$ cat src/rtl/mei_pkg.sv
`timescale 1ns/1ps
package mei_pkg;

  typedef enum logic [1:0] {
    ST_I = 2'd0,
    ST_E = 2'd1,
    ST_M = 2'd2
  } mei_t;

  typedef enum logic [1:0] {
    OP_LOAD  = 2'd0,
    OP_STORE = 2'd1,
    OP_FLUSH = 2'd2,
    OP_INVAL = 2'd3
  } op_t;

  typedef enum logic [2:0] {
    BC_READ    = 3'd0,
    BC_RWITM   = 3'd1,
    BC_CASTOUT = 3'd2,
    BC_PUSH    = 3'd3,
    BC_SREAD   = 3'd4,
    BC_SWRITE  = 3'd5
  } bcmd_t;

  typedef enum logic [1:0] {
    CAP_NONE       = 2'd0,
    CAP_LINE       = 2'd1,
    CAP_BUS_LINE   = 2'd2,
    CAP_BUS_SINGLE = 2'd3
  } cap_t;

  typedef struct packed {
    logic fillLine;
    logic writeWord;
    logic stateWe;
    mei_t stateVal;
    cap_t capSel;
  } strobe_t;

endpackage

$ cat src/rtl/mei_datapath.sv
`timescale 1ns/1ps
module mei_datapath
  import mei_pkg::*;
#(
  parameter int ADDR_W = 10,
  parameter int DATA_W = 16,
  parameter int LINES  = 4,
  parameter int WORDS  = 2,
  localparam int IDX_W  = $clog2(LINES),
  localparam int WSEL_W = $clog2(WORDS),
  localparam int TAG_W  = ADDR_W - IDX_W - WSEL_W,
  localparam int LINE_W = WORDS * DATA_W
) (
  input  logic              clk,
  input  logic              rstN,
  input  strobe_t           strb,
  input  logic [IDX_W-1:0]  lineIdx,
  input  logic [TAG_W-1:0]  reqTag,
  input  logic [WSEL_W-1:0] wordSel,
  input  logic [DATA_W-1:0] wdata,
  input  logic [LINE_W-1:0] busRdata,
  output mei_t              curState,
  output logic [TAG_W-1:0]  curTag,
  output logic [LINE_W-1:0] curLine,
  output logic [DATA_W-1:0] rdata
);

  logic [LINE_W-1:0] dataArr [LINES];
  logic [TAG_W-1:0]  tagArr  [LINES];
  mei_t              stateArr[LINES];

  logic [LINE_W-1:0] baseLine;
  logic [LINE_W-1:0] newLine;

  // Fill data and a store word merge in the same cycle on an RWITM fill.
  always_comb begin
    baseLine = strb.fillLine ? busRdata : dataArr[lineIdx];
    newLine  = baseLine;
    if (strb.writeWord) begin
      newLine[wordSel*DATA_W +: DATA_W] = wdata;
    end
  end

  for (genvar g = 0; g < LINES; g++) begin : gLine
    logic lineSel;
    assign lineSel = (lineIdx == IDX_W'(g));

    always_ff @(posedge clk) begin
      if (lineSel && (strb.fillLine || strb.writeWord)) begin
        dataArr[g] <= newLine;
      end
    end

    always_ff @(posedge clk) begin
      if (lineSel && strb.fillLine) begin
        tagArr[g] <= reqTag;
      end
    end

    always_ff @(posedge clk or negedge rstN) begin
      if (!rstN) begin
        stateArr[g] <= ST_I;
      end else if (lineSel && strb.stateWe) begin
        stateArr[g] <= strb.stateVal;
      end
    end
  end

  assign curState = stateArr[lineIdx];
  assign curTag   = tagArr[lineIdx];
  assign curLine  = dataArr[lineIdx];

  always_ff @(posedge clk or negedge rstN) begin
    if (!rstN) begin
      rdata <= '0;
    end else begin
      case (strb.capSel)
        CAP_LINE:       rdata <= dataArr[lineIdx][wordSel*DATA_W +: DATA_W];
        CAP_BUS_LINE:   rdata <= busRdata[wordSel*DATA_W +: DATA_W];
        CAP_BUS_SINGLE: rdata <= busRdata[DATA_W-1:0];
        default:        rdata <= rdata;
      endcase
    end
  end

  AST_FILL_LEAVES_VALID: assert property (@(posedge clk) disable iff (!rstN)
    strb.fillLine |=> stateArr[$past(lineIdx)] != ST_I);

  AST_STORE_LEAVES_VALID: assert property (@(posedge clk) disable iff (!rstN)
    (strb.writeWord && strb.stateWe) |=> stateArr[$past(lineIdx)] == ST_M);

endmodule

$ cat src/rtl/mei_ctrl.sv
`timescale 1ns/1ps
module mei_ctrl
  import mei_pkg::*;
#(
  parameter int ADDR_W = 10,
  parameter int IDX_W  = 2,
  parameter int WSEL_W = 1,
  localparam int TAG_W = ADDR_W - IDX_W - WSEL_W
) (
  input  logic              clk,
  input  logic              rstN,
  input  logic              reqValid,
  input  logic [1:0]        reqOp,
  input  logic [ADDR_W-1:0] reqAddr,
  input  logic              reqWt,
  input  logic              reqCi,
  input  mei_t              curState,
  input  logic [TAG_W-1:0]  curTag,
  input  logic              busAck,
  input  logic              busRetry,
  output strobe_t           strb,
  output logic              busReq,
  output bcmd_t             busCmd,
  output logic [ADDR_W-1:0] busAddr,
  output logic              doneValid
);

  typedef enum logic [2:0] {
    S_IDLE   = 3'd0,
    S_CAST   = 3'd1,
    S_FILL   = 3'd2,
    S_PUSH   = 3'd3,
    S_SINGLE = 3'd4,
    S_RESP   = 3'd5
  } fsm_t;

  fsm_t state, nxt;

  op_t               op;
  logic [IDX_W-1:0]  idx;
  logic [TAG_W-1:0]  tag;
  logic [ADDR_W-1:0] lineAddr;
  logic [ADDR_W-1:0] victimAddr;
  logic              hit;
  logic              accepted;

  assign op         = op_t'(reqOp);
  assign idx        = reqAddr[WSEL_W +: IDX_W];
  assign tag        = reqAddr[ADDR_W-1 -: TAG_W];
  assign lineAddr   = {tag, idx, {WSEL_W{1'b0}}};
  assign victimAddr = {curTag, idx, {WSEL_W{1'b0}}};
  assign hit        = (curState != ST_I) && (curTag == tag);
  assign accepted   = busAck && !busRetry;

  always_comb begin
    nxt     = state;
    strb    = '0;
    busReq  = 1'b0;
    busCmd  = BC_READ;
    busAddr = lineAddr;
    case (state)
      S_IDLE: begin
        if (reqValid) begin
          if (reqCi && (op == OP_LOAD || op == OP_STORE)) begin
            nxt = S_SINGLE;
          end else begin
            case (op)
              OP_LOAD: begin
                if (hit) begin
                  strb.capSel = CAP_LINE;
                  nxt = S_RESP;
                end else if (curState == ST_M) begin
                  nxt = S_CAST;
                end else begin
                  nxt = S_FILL;
                end
              end
              OP_STORE: begin
                if (hit) begin
                  strb.writeWord = 1'b1;
                  if (reqWt) begin
                    nxt = S_PUSH;
                  end else begin
                    strb.stateWe  = 1'b1;
                    strb.stateVal = ST_M;
                    nxt = S_RESP;
                  end
                end else if (reqWt) begin
                  nxt = S_SINGLE;
                end else if (curState == ST_M) begin
                  nxt = S_CAST;
                end else begin
                  nxt = S_FILL;
                end
              end
              OP_FLUSH: begin
                if (hit && curState == ST_M) begin
                  nxt = S_CAST;
                end else begin
                  strb.stateWe  = hit;
                  strb.stateVal = ST_I;
                  nxt = S_RESP;
                end
              end
              default: begin
                strb.stateWe  = hit;
                strb.stateVal = ST_I;
                nxt = S_RESP;
              end
            endcase
          end
        end
      end
      S_CAST: begin
        busReq  = 1'b1;
        busCmd  = BC_CASTOUT;
        busAddr = victimAddr;
        if (accepted) begin
          if (op == OP_FLUSH) begin
            strb.stateWe  = 1'b1;
            strb.stateVal = ST_I;
            nxt = S_RESP;
          end else begin
            nxt = S_FILL;
          end
        end
      end
      S_FILL: begin
        busReq = 1'b1;
        busCmd = (op == OP_STORE) ? BC_RWITM : BC_READ;
        if (accepted) begin
          strb.fillLine = 1'b1;
          strb.stateWe  = 1'b1;
          if (op == OP_STORE) begin
            strb.writeWord = 1'b1;
            strb.stateVal  = ST_M;
          end else begin
            strb.stateVal = ST_E;
            strb.capSel   = CAP_BUS_LINE;
          end
          nxt = S_RESP;
        end
      end
      S_PUSH: begin
        busReq = 1'b1;
        busCmd = BC_PUSH;
        if (accepted) begin
          nxt = S_RESP;
        end
      end
      S_SINGLE: begin
        busReq  = 1'b1;
        busCmd  = (op == OP_LOAD) ? BC_SREAD : BC_SWRITE;
        busAddr = reqAddr;
        if (accepted) begin
          if (op == OP_LOAD) begin
            strb.capSel = CAP_BUS_SINGLE;
          end
          nxt = S_RESP;
        end
      end
      default: begin
        nxt = S_IDLE;
      end
    endcase
  end

  always_ff @(posedge clk or negedge rstN) begin
    if (!rstN) begin
      state <= S_IDLE;
    end else begin
      state <= nxt;
    end
  end

  assign doneValid = (state == S_RESP);

  AST_BUS_HOLD: assert property (@(posedge clk) disable iff (!rstN)
    (busReq && !busAck) |=> (busReq && $stable(busCmd) && $stable(busAddr)));

  AST_RETRY_REISSUE: assert property (@(posedge clk) disable iff (!rstN)
    (busReq && busAck && busRetry) |=> (busReq && $stable(busCmd) && $stable(busAddr)));

  AST_DONE_PULSE: assert property (@(posedge clk) disable iff (!rstN)
    doneValid |=> !doneValid);

  AST_CAST_THEN_FILL: assert property (@(posedge clk) disable iff (!rstN)
    (busReq && busCmd == BC_CASTOUT && accepted && op != OP_FLUSH)
      |=> (busReq && (busCmd == BC_READ || busCmd == BC_RWITM)));

  AST_HIT_NO_BUS: assert property (@(posedge clk) disable iff (!rstN)
    (state == S_IDLE && reqValid && !reqCi && op == OP_LOAD && hit)
      |=> (doneValid && !busReq));

endmodule

$ cat src/rtl/mei_cache_ctrl.sv
`timescale 1ns/1ps
module mei_cache_ctrl
  import mei_pkg::*;
#(
  parameter int ADDR_W = 10,
  parameter int DATA_W = 16,
  parameter int LINES  = 4,
  parameter int WORDS  = 2
) (
  input  logic                      clk,
  input  logic                      rstN,
  input  logic                      reqValid,
  input  logic [1:0]                reqOp,
  input  logic [ADDR_W-1:0]         reqAddr,
  input  logic [DATA_W-1:0]         reqWdata,
  input  logic                      reqWt,
  input  logic                      reqCi,
  output logic                      doneValid,
  output logic [DATA_W-1:0]         rdata,
  output logic                      busReq,
  output logic [2:0]                busCmd,
  output logic [ADDR_W-1:0]         busAddr,
  output logic [WORDS*DATA_W-1:0]   busWdata,
  input  logic [WORDS*DATA_W-1:0]   busRdata,
  input  logic                      busAck,
  input  logic                      busRetry
);

  localparam int IDX_W  = $clog2(LINES);
  localparam int WSEL_W = $clog2(WORDS);
  localparam int TAG_W  = ADDR_W - IDX_W - WSEL_W;
  localparam int LINE_W = WORDS * DATA_W;

  strobe_t           strb;
  mei_t              curState;
  logic [TAG_W-1:0]  curTag;
  logic [LINE_W-1:0] curLine;
  bcmd_t             busCmdT;

  mei_ctrl #(
    .ADDR_W(ADDR_W),
    .IDX_W (IDX_W),
    .WSEL_W(WSEL_W)
  ) uCtrl (
    .clk      (clk),
    .rstN     (rstN),
    .reqValid (reqValid),
    .reqOp    (reqOp),
    .reqAddr  (reqAddr),
    .reqWt    (reqWt),
    .reqCi    (reqCi),
    .curState (curState),
    .curTag   (curTag),
    .busAck   (busAck),
    .busRetry (busRetry),
    .strb     (strb),
    .busReq   (busReq),
    .busCmd   (busCmdT),
    .busAddr  (busAddr),
    .doneValid(doneValid)
  );

  mei_datapath #(
    .ADDR_W(ADDR_W),
    .DATA_W(DATA_W),
    .LINES (LINES),
    .WORDS (WORDS)
  ) uData (
    .clk     (clk),
    .rstN    (rstN),
    .strb    (strb),
    .lineIdx (reqAddr[WSEL_W +: IDX_W]),
    .reqTag  (reqAddr[ADDR_W-1 -: TAG_W]),
    .wordSel (reqAddr[WSEL_W-1:0]),
    .wdata   (reqWdata),
    .busRdata(busRdata),
    .curState(curState),
    .curTag  (curTag),
    .curLine (curLine),
    .rdata   (rdata)
  );

  assign busCmd   = busCmdT;
  assign busWdata = (busCmdT == BC_SWRITE) ? {{(LINE_W-DATA_W){1'b0}}, reqWdata} : curLine;

endmodule

$ cat config.mk
export PLATFORM = sky130hd
export DESIGN_NAME = mei_cache_ctrl
export DESIGN_NICKNAME = d
export VERILOG_FILES = /design/src/rtl/mei_pkg.sv /design/src/rtl/mei_datapath.sv /design/src/rtl/mei_ctrl.sv /design/src/rtl/mei_cache_ctrl.sv
export SDC_FILE = /design/constraint.sdc
export NUM_CORES = 1
export LEC_CHECK = 0
export CORE_MARGIN = 2
export CORE_UTILIZATION = 44
export CTS_CLUSTER_DIAMETER = 40
export DETAILED_ROUTE_END_ITERATION = 16
export PLACE_DENSITY = 0.67
export SLEW_MARGIN = 20
export SYNTH_ARGS = -nofsm -noshare
export SYNTH_HDL_FRONTEND = slang
export SYNTH_SLANG_ARGS = --single-unit
$ cat constraint.sdc
create_clock -name clk -period 6.66 [get_ports clk]
set_input_delay 0.999 -clock clk [delete_from_list [all_inputs] [get_ports clk]]
set_output_delay 0.999 -clock clk [all_outputs]
set_load 0.1 [all_outputs]
---- After elaboration in Yosys (flattened, before gate mapping) ----
Memories as Yosys holds them, arrays and structs flattened.
Index checks and enable logic that the tools add are counted.
operators by class
  $add $sub $neg .......................... 1
  order comparisons ....................... 1
  eq/ne operators ......................... 19
  shift operators ......................... 4
  muxes and demuxes ....................... 81
  bitwise logic cells ..................... 1
  reduce and logical (&&, ||, !) cells .... 33
operators with widths
  operator                                                 count
  two-way mux 32 bit                                       6
  OR reduction 32 bit                                      3
  variable part select 32 x 6 -> 16 bit                    2
  one-hot mux 16 bit (3 select lines)                      1
  two-way mux 3 bit                                        14
  one-hot mux 3 bit (3 select lines)                       4
  negator 5 -> 34 bit                                      1
  variable shift 16 x 34 -> 32 bit (first input constant)  1
  variable part select 16 x 34 -> 32 bit                   1
  bitwise mux 32 bit                                       1
  two-way mux 1 bit                                        30
  two-way mux 7 bit                                        4
  two-way mux 2 bit                                        13
  OR reduction 7 bit                                       3
  one-hot mux 10 bit (2 select lines)                      1
  logical AND 1 bit                                        16
  == test 2 bit (second input constant)                    6
  two-way mux 6 bit                                        2
  one-hot mux 3 bit (4 select lines)                       1
  == test 3 bit (second input constant)                    3
  == test 7 bit                                            1
  == test 2 x 1 -> 1 bit (second input constant)           3
  == test 3 x 2 -> 1 bit (second input constant)           2
  one-hot mux 2 bit (3 select lines)                       1
  17 further kinds                                         20
storage, ports and cells
  bits in registers ....................... 27
  bits in writable memories ............... 156
  input port bits ......................... 67
  output and inout bits ................... 63
  logic and storage cells ................. 148
  memories ................................ 2
memory list
  memory         words  bits a word  read ports  clocked after memory_dff  write ports  RTL line            RTL
  uData.dataArr  4      32           1           0                         1            mei_datapath.sv:28  logic [LINE_W-1:0] dataArr [LINES];
  uData.tagArr   4      7            1           0                         1            mei_datapath.sv:29  logic [TAG_W-1:0] tagArr [LINES];

---- Longest topological paths before layout ----
Gate-level depths: netlist (run 1).
  depth after elaboration ................. 20
  depth in mapped cells ................... 11
  depth with buffers taken out ............ 9

---- Hierarchy ----
Synthesis (run 1) repeated with hierarchy kept, for this count alone.
unflattened totals
  cells, all modules ...................... 617
  area total of the unflattened synthesis .. 9102.5 µm²
modules (own cells, without submodules)
  module          instances  cells each  area each (µm²)  sequential area each (µm²)
  mei_datapath    1          485         8055.2           5285.1
  mei_ctrl        1          96          668.1            75.1
  mei_cache_ctrl  1          36          379.1            0.0

---- Worst setup path before layout (run 1) ----
Ideal clock, no wire load.
  path kind ............................... input to register
  start ................................... input port reqAddr[1]
  end ..................................... memory uData.dataArr[0][0] (netlist bit), enable pin
  library setup time ...................... 0.461 ns
  arrival ................................. 4.916 ns
  data required time ...................... 6.199 ns
  slack ................................... 1.283 ns
  cell stages on the path ................. 8
  path buffers ............................ 2
  cells stage by stage .................... buf_4 -> buf_6 -> mux4_2 -> xnor2_2 -> nand2_2 -> nor3_2 -> a31oi_1 -> nor3_1
between the ends
  longest elaborated chain between the ends .. 19
  elaborated cells on any way between the ends .. 39
  classes of those cells .................. 4 x eq/ne; 22 x mux; 1 x bitwise; 11 x reduce/logical; 1 x memory
ends and longest elaborated chain
  element                                                                                      RTL line              RTL
  from (decl)                                                                                  mei_cache_ctrl.sv:14  input logic [ADDR_W-1:0] reqAddr,
  NOT 2 -> 3 bit (not written as such)                                                         mei_datapath.sv:69    assign curState = stateArr[lineIdx];
  binary-select mux 2 bit (select 2 bit)                                                       mei_datapath.sv:69
  two-way mux 2 bit (not written as such) (2 in a row)                                         mei_datapath.sv:69
  nonzero test 2 bit                                                                           mei_ctrl.sv:52        assign hit = (curState != ST_I) && (curTag == tag);
  logical AND 1 bit                                                                            mei_ctrl.sv:52
  two-way mux 4 bit                                                                            mei_ctrl.sv:79        if (hit) begin
  two-way mux 1 bit                                                                            mei_ctrl.sv:67        case (op)
  two-way mux 6 bit                                                                            mei_ctrl.sv:64        if (reqCi && (op == OP_LOAD || op == OP_STORE)) begin
  two-way mux 6 bit                                                                            mei_ctrl.sv:63        if (reqValid) begin
  one-hot mux 1 bit (2 select lines)                                                           mei_ctrl.sv:61        case (state)
  logical OR 1 bit                                                                             mei_datapath.sv:49    if (lineSel && (strb.fillLine || strb.writeWord)) begin
  logical AND 1 bit                                                                            mei_datapath.sv:49
  two-way mux 1 bit                                                                            mei_datapath.sv:49
  two-way mux 1 bit (not written as such)                                                      mei_datapath.sv:50    dataArr[g] <= newLine;
  OR reduction 32 bit (no source line)                                                         --
  two-way mux 2 bit (no source line) / two-way mux 1 bit (equally long branches) (3 in a row)  --
  to (decl)                                                                                    mei_datapath.sv:28
Parallel ways exist; a longest one is shown, timed or not. The select of a mux whose other input is x is not followed.

---- Final worst setup path (run 1) ----
  start ................................... input port reqAddr[2]
  end ..................................... output port busWdata[0]
between the ends
  longest elaborated chain between the ends .. 2
ends and longest elaborated chain
  element              RTL line              RTL
  memory (4 x 32 bit)  --
  two-way mux 32 bit   mei_cache_ctrl.sv:84  assign busWdata = (busCmdT == BC_SWRITE) ? {{(LINE_W-DATA_W){1'b0}}, reqWdata} : curLine;
  to (decl)            mei_cache_ctrl.sv:23  output logic [WORDS*DATA_W-1:0] busWdata,
No other way between the ends.

==> results of run 1 <==
## power by group through the flow
stage | clock network (mW) | registers (mW) | logic (mW)
finish | 1.03 | 1.39 | 1.66
global route | 1.09 | 1.39 | 1.71
CTS | 1.05 | 1.39 | 1.66
detailed placement | 0 | 1.41 | 1.66
global placement | 0 | 1.41 | 1.65
floorplan | 0 | 1.67 | 0.993
## logic make-up (layout without fill, tap and decap cells)
kind of cell	count (synthesis)	in the layout	share of synthesized area, %
buffers and inverters	58	185	2.818
flip-flops	183	183	60.36
AO/OA/AOI/OAI	164	164	13.26
multiplexers	64	64	13.31
XOR/XNOR	8	8	1.043
AND/OR/NAND/NOR	141	141	9.073
adder cells (fa/ha/maj)	1	1	0.1409
## per-layer routing
metal / GRT usage [%] / vias to the layer above / routed length, um
met5: 0 / - / 0
met4: 9.320 / 0 / 639
met3: 5.094 / 41 / 2290
met2: 36.11 / 359 / 11220
met1: 31.71 / 3121 / 9973
li1: - / 2699 / -
## metrics by stage
stage	std cells	worst slack, ps	utilization (%)
5_1_grt	1011	1753	56.08
6_report	1011	1809	56.08
3_5_place_dp	979	1822	53.00
2_1_floorplan	619	1283	-
3_3_place_gp	979	1821	53.00
4_1_cts	1011	1823	56.08
## cells in the mapped netlist, types with 9 or more instances
| master | instances |
|---|---|
| o21ai_0 | 36 |
| nor2b_1 | 21 |
| edfxtp_1 | 156 |
| a21oi_1 | 18 |
| nand2_1 | 19 |
| inv_1 | 9 |
| a22o_1 | 20 |
| a2bb2oi_1 | 28 |
| or3_1 | 29 |
| nor2_1 | 22 |
| mux2_2 | 22 |
| o22ai_1 | 16 |
| a21o_1 | 16 |
| dfrtp_1 | 27 |
| clkbuf_1 | 31 |
| mux4_2 | 41 |
| nor3_1 | 20 |
## worst max-delay path by stage
stage | endpoint | slack, ps | from | cells past startpoint
global placement | busWdata[16] | 1820 | reqAddr[2] | 5
CTS | busWdata[16] | 1820 | reqAddr[2] | 5
floorplan | uData.dataArr[0][0] | 1280 | reqAddr[1] | 8
finish | busWdata[0] | 1810 | reqAddr[2] | 5
global route | busWdata[16] | 1750 | reqAddr[2] | 5
detailed placement | busWdata[16] | 1820 | reqAddr[2] | 5
## area by class of cell
type / instances / area (um2) / share of cell area [%]
inverters: 9 / 33.78 / 0.3065
flip-flops and latches: 183 / 5360 / 48.63
clock inverters: 13 / 171.4 / 1.555
well taps: 265 / 331.6 / 3.008
repair buffers: 144 / 1396 / 12.67
clock buffers: 19 / 432.9 / 3.928
multi-input cells: 378 / 3296 / 29.90
## placed cells by master, fill, tap and decap left out, drive strengths merged, types with 5 or more instances in the layout
master         netlist  routed
a21oi               19      19
o21ai               40      40
edfxtp             156     156
clkdlybuf4s50        0     127
inv                  9      12
nor3                22      22
nor2b               21      21
xnor2                8       8
mux2                23      23
mux4                41      41
a22o                20      20
o22ai               16      16
buf                 18      17
a21o                16      16
clkinv               0       6
a2bb2oi             28      28
clkbuf              31      19
dfrtp               27      27
or3                 29      29
nand2               21      21
nor2                23      23
a31oi                5       5
nand2b               7       7
## critical path: cells and delay by family
| kind | cells | cell delay (ps) |
|---|---|---|
| buf+inv | 3 | 2130 |
| mux | 2 | 680 |
## sequential cells by signal, indices dropped and copies added (netlist names)
register / cells
uData.dataArr: 128
uCtrl.state: 3
uData.rdata: 16
uData.tagArr: 28
uData.stateArr: 8
==> summary.txt, run 1 <==
Logic synthesis
  – Yosys top cell area share: between 50% and 60%
  – Area contributors post-synth: edfxtp_1 53%, mux4_2 10%, dfrtp_1 7.6%
  – Seq/Total Area, Yosys: 60.36%
  – Post-synth EDFFs: between 150 and 200
  – Main synth FF type: edfxtp_1
  – Cell Area, Synth: about 8900 um2
  – Synthesis Warnings: 0
  – Async S/R FF share, synth: 14.75%
  – Synthesized Nets: around 690
  – Synth cell types: 59
  – Syn avg cell area: 14.35 um2
  – #FFs+latches synth: 183
  – Cells after synthesis: just over 600
  – Largest area contributor in the synthesized netlist: edfxtp_1

Worst setup path
  – CP peak stage delay: 970 ps
  – Req. time, crit path: roughly 5700 ps
  – Data arrival, critical path: around 3900 ps
  – FF-to-FF path depth: 6
  – CP endpoint kind: primary output
  – Reg2reg start: uCtrl.state[2]
  – Slowest CP cell: clkdlybuf4s50_1
  – R2R setup slack: 3360 ps
  – Crit path kind: in2out
  – Critical Path Start Type: primary input
  – Crit Path Max Fanout: 40
  – Worst path cell trace: buf_2 > buf_4 > mux4_2 > mux2_2 > clkdlybuf4s50_1
  – Reg2reg end: uData.dataArr[2][2]

Timing
  – Max Slew Vio Count: 0
  – Crit path time final: 4851 ps
  – Worst slew pin tran: about 1100 ps
  – Worst rel slew slack: about a quarter
  – Final setup fails: 0
  – Fmax: 206.2 MHz
  – Unrepaired setup endpoints after global routing: false
  – Fin Clk Skew: slightly below 9 ps
  – Final Hold Viols: 0
  – Final setup TNS: 0 ps
  – Final Cycle Share: roughly 73%
  – Min Hold Slack: between 500 and 600 ps

Drt
  – Vias per cell: just over 6
  – First-pass DRT Iterations: 5
  – Post-route ant nets: 0
  – Routed WL: 24,130 um
  – DR vias: slightly above 6,000
  – Residual DRC: 0
  – Drt wl/cell: approximately 24 um
  – First-iteration detailed-routing DRC count: just over 600

Global routing
  – Grt total ovfl: 0
  – Vias in the first global route: between 6,000 and 7,000
  – GRT Total Usage: 23.10%
  – Global-route wire length before repair: between 30,000 and 40,000 um
  – Initial antenna violation count: 1
  – Largest net degree at the start of global routing: 53

Pwr
  – NetSw: 1.728 mW
  – Int Power: approximately 2.4 mW
  – Total Power: 4.081 mW
  – Flop pwr share: about a third
  – Switching share of power: ~42%
  – VDD IR max: approximately 0.00031 V
  – Clock share of power: 25.3%
  – Power Density: roughly 370 nW/um2
  – P_leak: between 3 and 4 nW
  – Combinational share of power: a little over 40%

Clock network
  – H-Tree Depth: 4
  – Maximum root-to-sink buffer count: 2
  – Clock-pin slew on the worst setup and hold paths: around 70 ps
  – Worst skew pair latency: approximately 430 ps
  – Post-CTS resize count: 0
  – CTS sink count: between 150 and 200
  – Root Driver: clkbuf_16
  – Postcts setup bufs: 0
  – Cts bufs inserted: 17
  – CTS tree: done
  – Cts hold-fix bufs: 0

Die
  – Die area: ~21,000 um2
  – Row count: between 50 and 60
  – DIE WIDTH: about 150 um
  – Core ar.: 19,650 um2
  – Die span in y: 146.1 um
  – I/O pins: 130
  – Starting Density: between 40% and 50%

Layout
  – Final nets: about 800
  – ANT cells: 0
  – Area delta synth->final: 24.11%
  – Design area: between 10,000 and 15,000 um2
  – Layout cells sized above 1: ~18%
  – Fillers: ~1,600

Placement
  – DP HPWL: between 15,000 and 20,000 um
  – Number of port buffers: ~130
  – Dpl cell area: 10,420 um2
  – GPL Wtd Cong: ~0.84

Worst hold path
  – Hold EP: uData.stateArr[1]
  – Worst hold stages: 1
  – Hold wc startpoint: uData.stateArr[1]
  – Min-Delay Path Class: reg2reg

Run
  – Maxcap violations: 0

Status
  – Status: completed
No activity file was read; power rests on OpenSTA's default activity.
==> run 2: changes to the inputs <==
--- a/config.mk
+++ b/config.mk
@@ -9,7 +9,7 @@
 export CORE_UTILIZATION = 44
 export CTS_CLUSTER_DIAMETER = 40
 export DETAILED_ROUTE_END_ITERATION = 16
-export PLACE_DENSITY = 0.67
+export PLACE_DENSITY = 0.69
 export SLEW_MARGIN = 20
 export SYNTH_ARGS = -nofsm -noshare
 export SYNTH_HDL_FRONTEND = slang
==> constraint.sdc (replaced) <==
create_clock -name clk -period 4 [get_ports clk]
set_input_delay 0.6 -clock clk [delete_from_list [all_inputs] [get_ports clk]]
set_output_delay 0.6 -clock clk [all_outputs]
set_load 0.1 [all_outputs]
==> run 2 against run 1 <==
Compared with the run above: clock skew decreased by 1.5 ps; critical path type unchanged; count of clock-buffer cells in the layout decreased by 1; register-to-register slack got worse by 2600 ps; clock power increased by 63%; via count increased by 1.4%; sequential power increased by 66%; critical path depth increased by 1; largest cell class unchanged; total power increased by 69%; first-iteration DRC count increased by 2.3%.
==> summary.txt, run 2 (synthesis results as in run 1) <==
Clock network
  – Root Driver: clkbuf_16
  – Clock-pin slew on the worst setup and hold paths: 70 ps (about the same)
  – Postcts setup bufs: 0 (unchanged)
  – Maximum root-to-sink buffer count: 2 (unchanged)
  – CTS tree: done
  – Cts bufs inserted: 17 (unchanged)
  – Worst skew pair latency: 430 ps (about the same)
  – Post-CTS resize count: 0 (unchanged)
  – CTS sink count: 183 (unchanged)
  – Cts hold-fix bufs: 0 (unchanged)
  – H-Tree Depth: 4 (unchanged)

Worst hold path
  – Min-Delay Path Class: reg2reg

Pwr
  – Power Density: 616.5 nW/um2 (+67%)
  – VDD IR max: 0.0005079 V (+66%)
  – Total Power: 6.898 mW (+69%)
  – P_leak: 3.974 nW (+4.0%)

Placement
  – Pre-CTS setup slack: 352.7 ps (-1469 ps)
  – Placed cells: 987 (+0.82%)
  – DP HPWL: 15,570 um (+3.5%)
  – Number of port buffers: 129 (unchanged)
  – GPL Wtd Cong: 0.8651 (+3.2%)
  – Dpl cell area: 10,590 um2 (+1.7%)

Die
  – Die area: 21,340 um2 (unchanged)
  – Core ar.: 19,650 um2 (unchanged)
  – Starting Density: 45.19% (unchanged)
  – DIE WIDTH: 146.1 um (unchanged)
  – I/O pins: 130 (unchanged)
  – Die span in y: 146.1 um (unchanged)
  – Row count: 51 (unchanged)

Drt
  – Post-route ant nets: 0 (unchanged)
  – Routed WL: 24,340 um (+0.90%)
  – First-pass DRT Iterations: 5 (unchanged)
  – Vias per cell: 6.182 (+0.49%)
  – Drt wl/cell: 23.87 um (about the same)
  – Residual DRC: 0 (unchanged)
  – DR vias: 6,306 (+1.4%)
  – First-iteration detailed-routing DRC count: 635 (+2.3%)

Timing
  – Unrepaired setup endpoints after global routing: false
  – Min Hold Slack: 491.7 ps (-11.31 ps)
  – Worst slew pin tran: 1049 ps (-58.96 ps)
  – Crit path time final: around 3400 ps
  – Max Slew Vio Count: 0 (unchanged)
  – Final setup fails: 0 (unchanged)
  – Fmax: around 300 MHz
  – Worst rel slew slack: 30.04% (+3.9 points)
  – Final Hold Viols: 0 (unchanged)
  – Final Cycle Share: a little under nine tenths
  – Fin Clk Skew: 7.278 ps (-1.532 ps)
  – Setup ws final: 567.9 ps (-1241 ps)
  – Final setup TNS: 0 ps (unchanged)

Layout
  – Final nets: 810 (+1.1%)
  – Largest registers: uData.dataArr (128), uData.tagArr (28), uData.rdata (16)
  – Commonest non-fill, non-tap cells in the layout: 156 x edfxtp_1, 84 x clkdlybuf4s50_1, 51 x buf_4
  – Layout cells sized above 1: 24.64% (+6.7 points)
  – ANT cells: 0 (unchanged)
  – Area delta synth->final: 25.98%
  – Largest register FFs: 128 (unchanged)
  – Design area: 11,190 um2 (+1.5%)
  – Commonest non-fill, non-tap cell in the layout: edfxtp_1
  – Fin cells: 1,020 (+0.89%)
  – Core Util, Final: 56.93% (+0.85 points)
  – Largest Register: uData.dataArr

Worst setup path
  – CP endpoint kind: primary output
  – Data arrival, critical path: 2830 ps (-1020 ps)
  – Req. time, crit path: 3400 ps (-2260 ps)
  – Critical Path Start Type: primary input
  – Crit Path Max Fanout: 19 (-53%)
  – Crit path kind: in2out

Global routing
  – Largest net degree at the start of global routing: 43 (-19%)
  – Grt total ovfl: 0 (unchanged)
  – Initial antenna violation count: 0 (-1)
  – GRT Total Usage: 23.15% (+0.055 points)
  – Vias in the first global route: 6,458 (+2.5%)
  – Global-route wire length before repair: 37,540 um (+1.1%)

Status
  – Status: completed

Run
  – Maxcap violations: 0 (unchanged)
## run 2: final timing paths
kind | endpoint | slack, ps | startpoint | cells past startpoint
worst max-delay path | busWdata[3] | 570 | reqOp[0] | 6
min in group asynchronous | uCtrl.state[2] | 580 | rstN | 2
max in group asynchronous | uData.rdata[9] | 3100 | rstN | 2
worst min register to register | uData.stateArr[1] | 490 | uData.stateArr[1] | 1
worst max register to register | uData.dataArr[1][10] | 780 | uCtrl.state[2] | 6
worst min-delay path | uData.stateArr[1] | 490 | uData.stateArr[1] | 1
## run 2: final cells by class
class / instances / area, um2
fillers: 1559 / 8466
flip-flops and latches: 183 / 5360
multi-input cells: 378 / 3307
repair buffers: 153 / 1569
clock buffers: 18 / 429.2
well taps: 265 / 331.6
clock inverters: 14 / 157.7
inverters: 9 / 33.78
## run 2: report_power, final
part           internal (mW)  leakage [nW]  switching, mW
registers               2.21          1.76          0.102
logic                  0.811          1.95           2.09
clock network          0.975         0.271          0.708
## run 2: layer usage
metal,vias up,global-route usage (%),wire length (um)
met1,3176,32.21,10140
met2,368,35.54,11430
met4,0,8.932,574
met3,46,5.594,2204
li1,2716,-,-
met5,-,0,0
## run 2: worst max-delay path, cell delays in order
cell and delay, ps:
clkdlybuf4s50_1 650, nor2_1 180, nor2_4 550, buf_4 290, mux2_2 380, buf_12 170
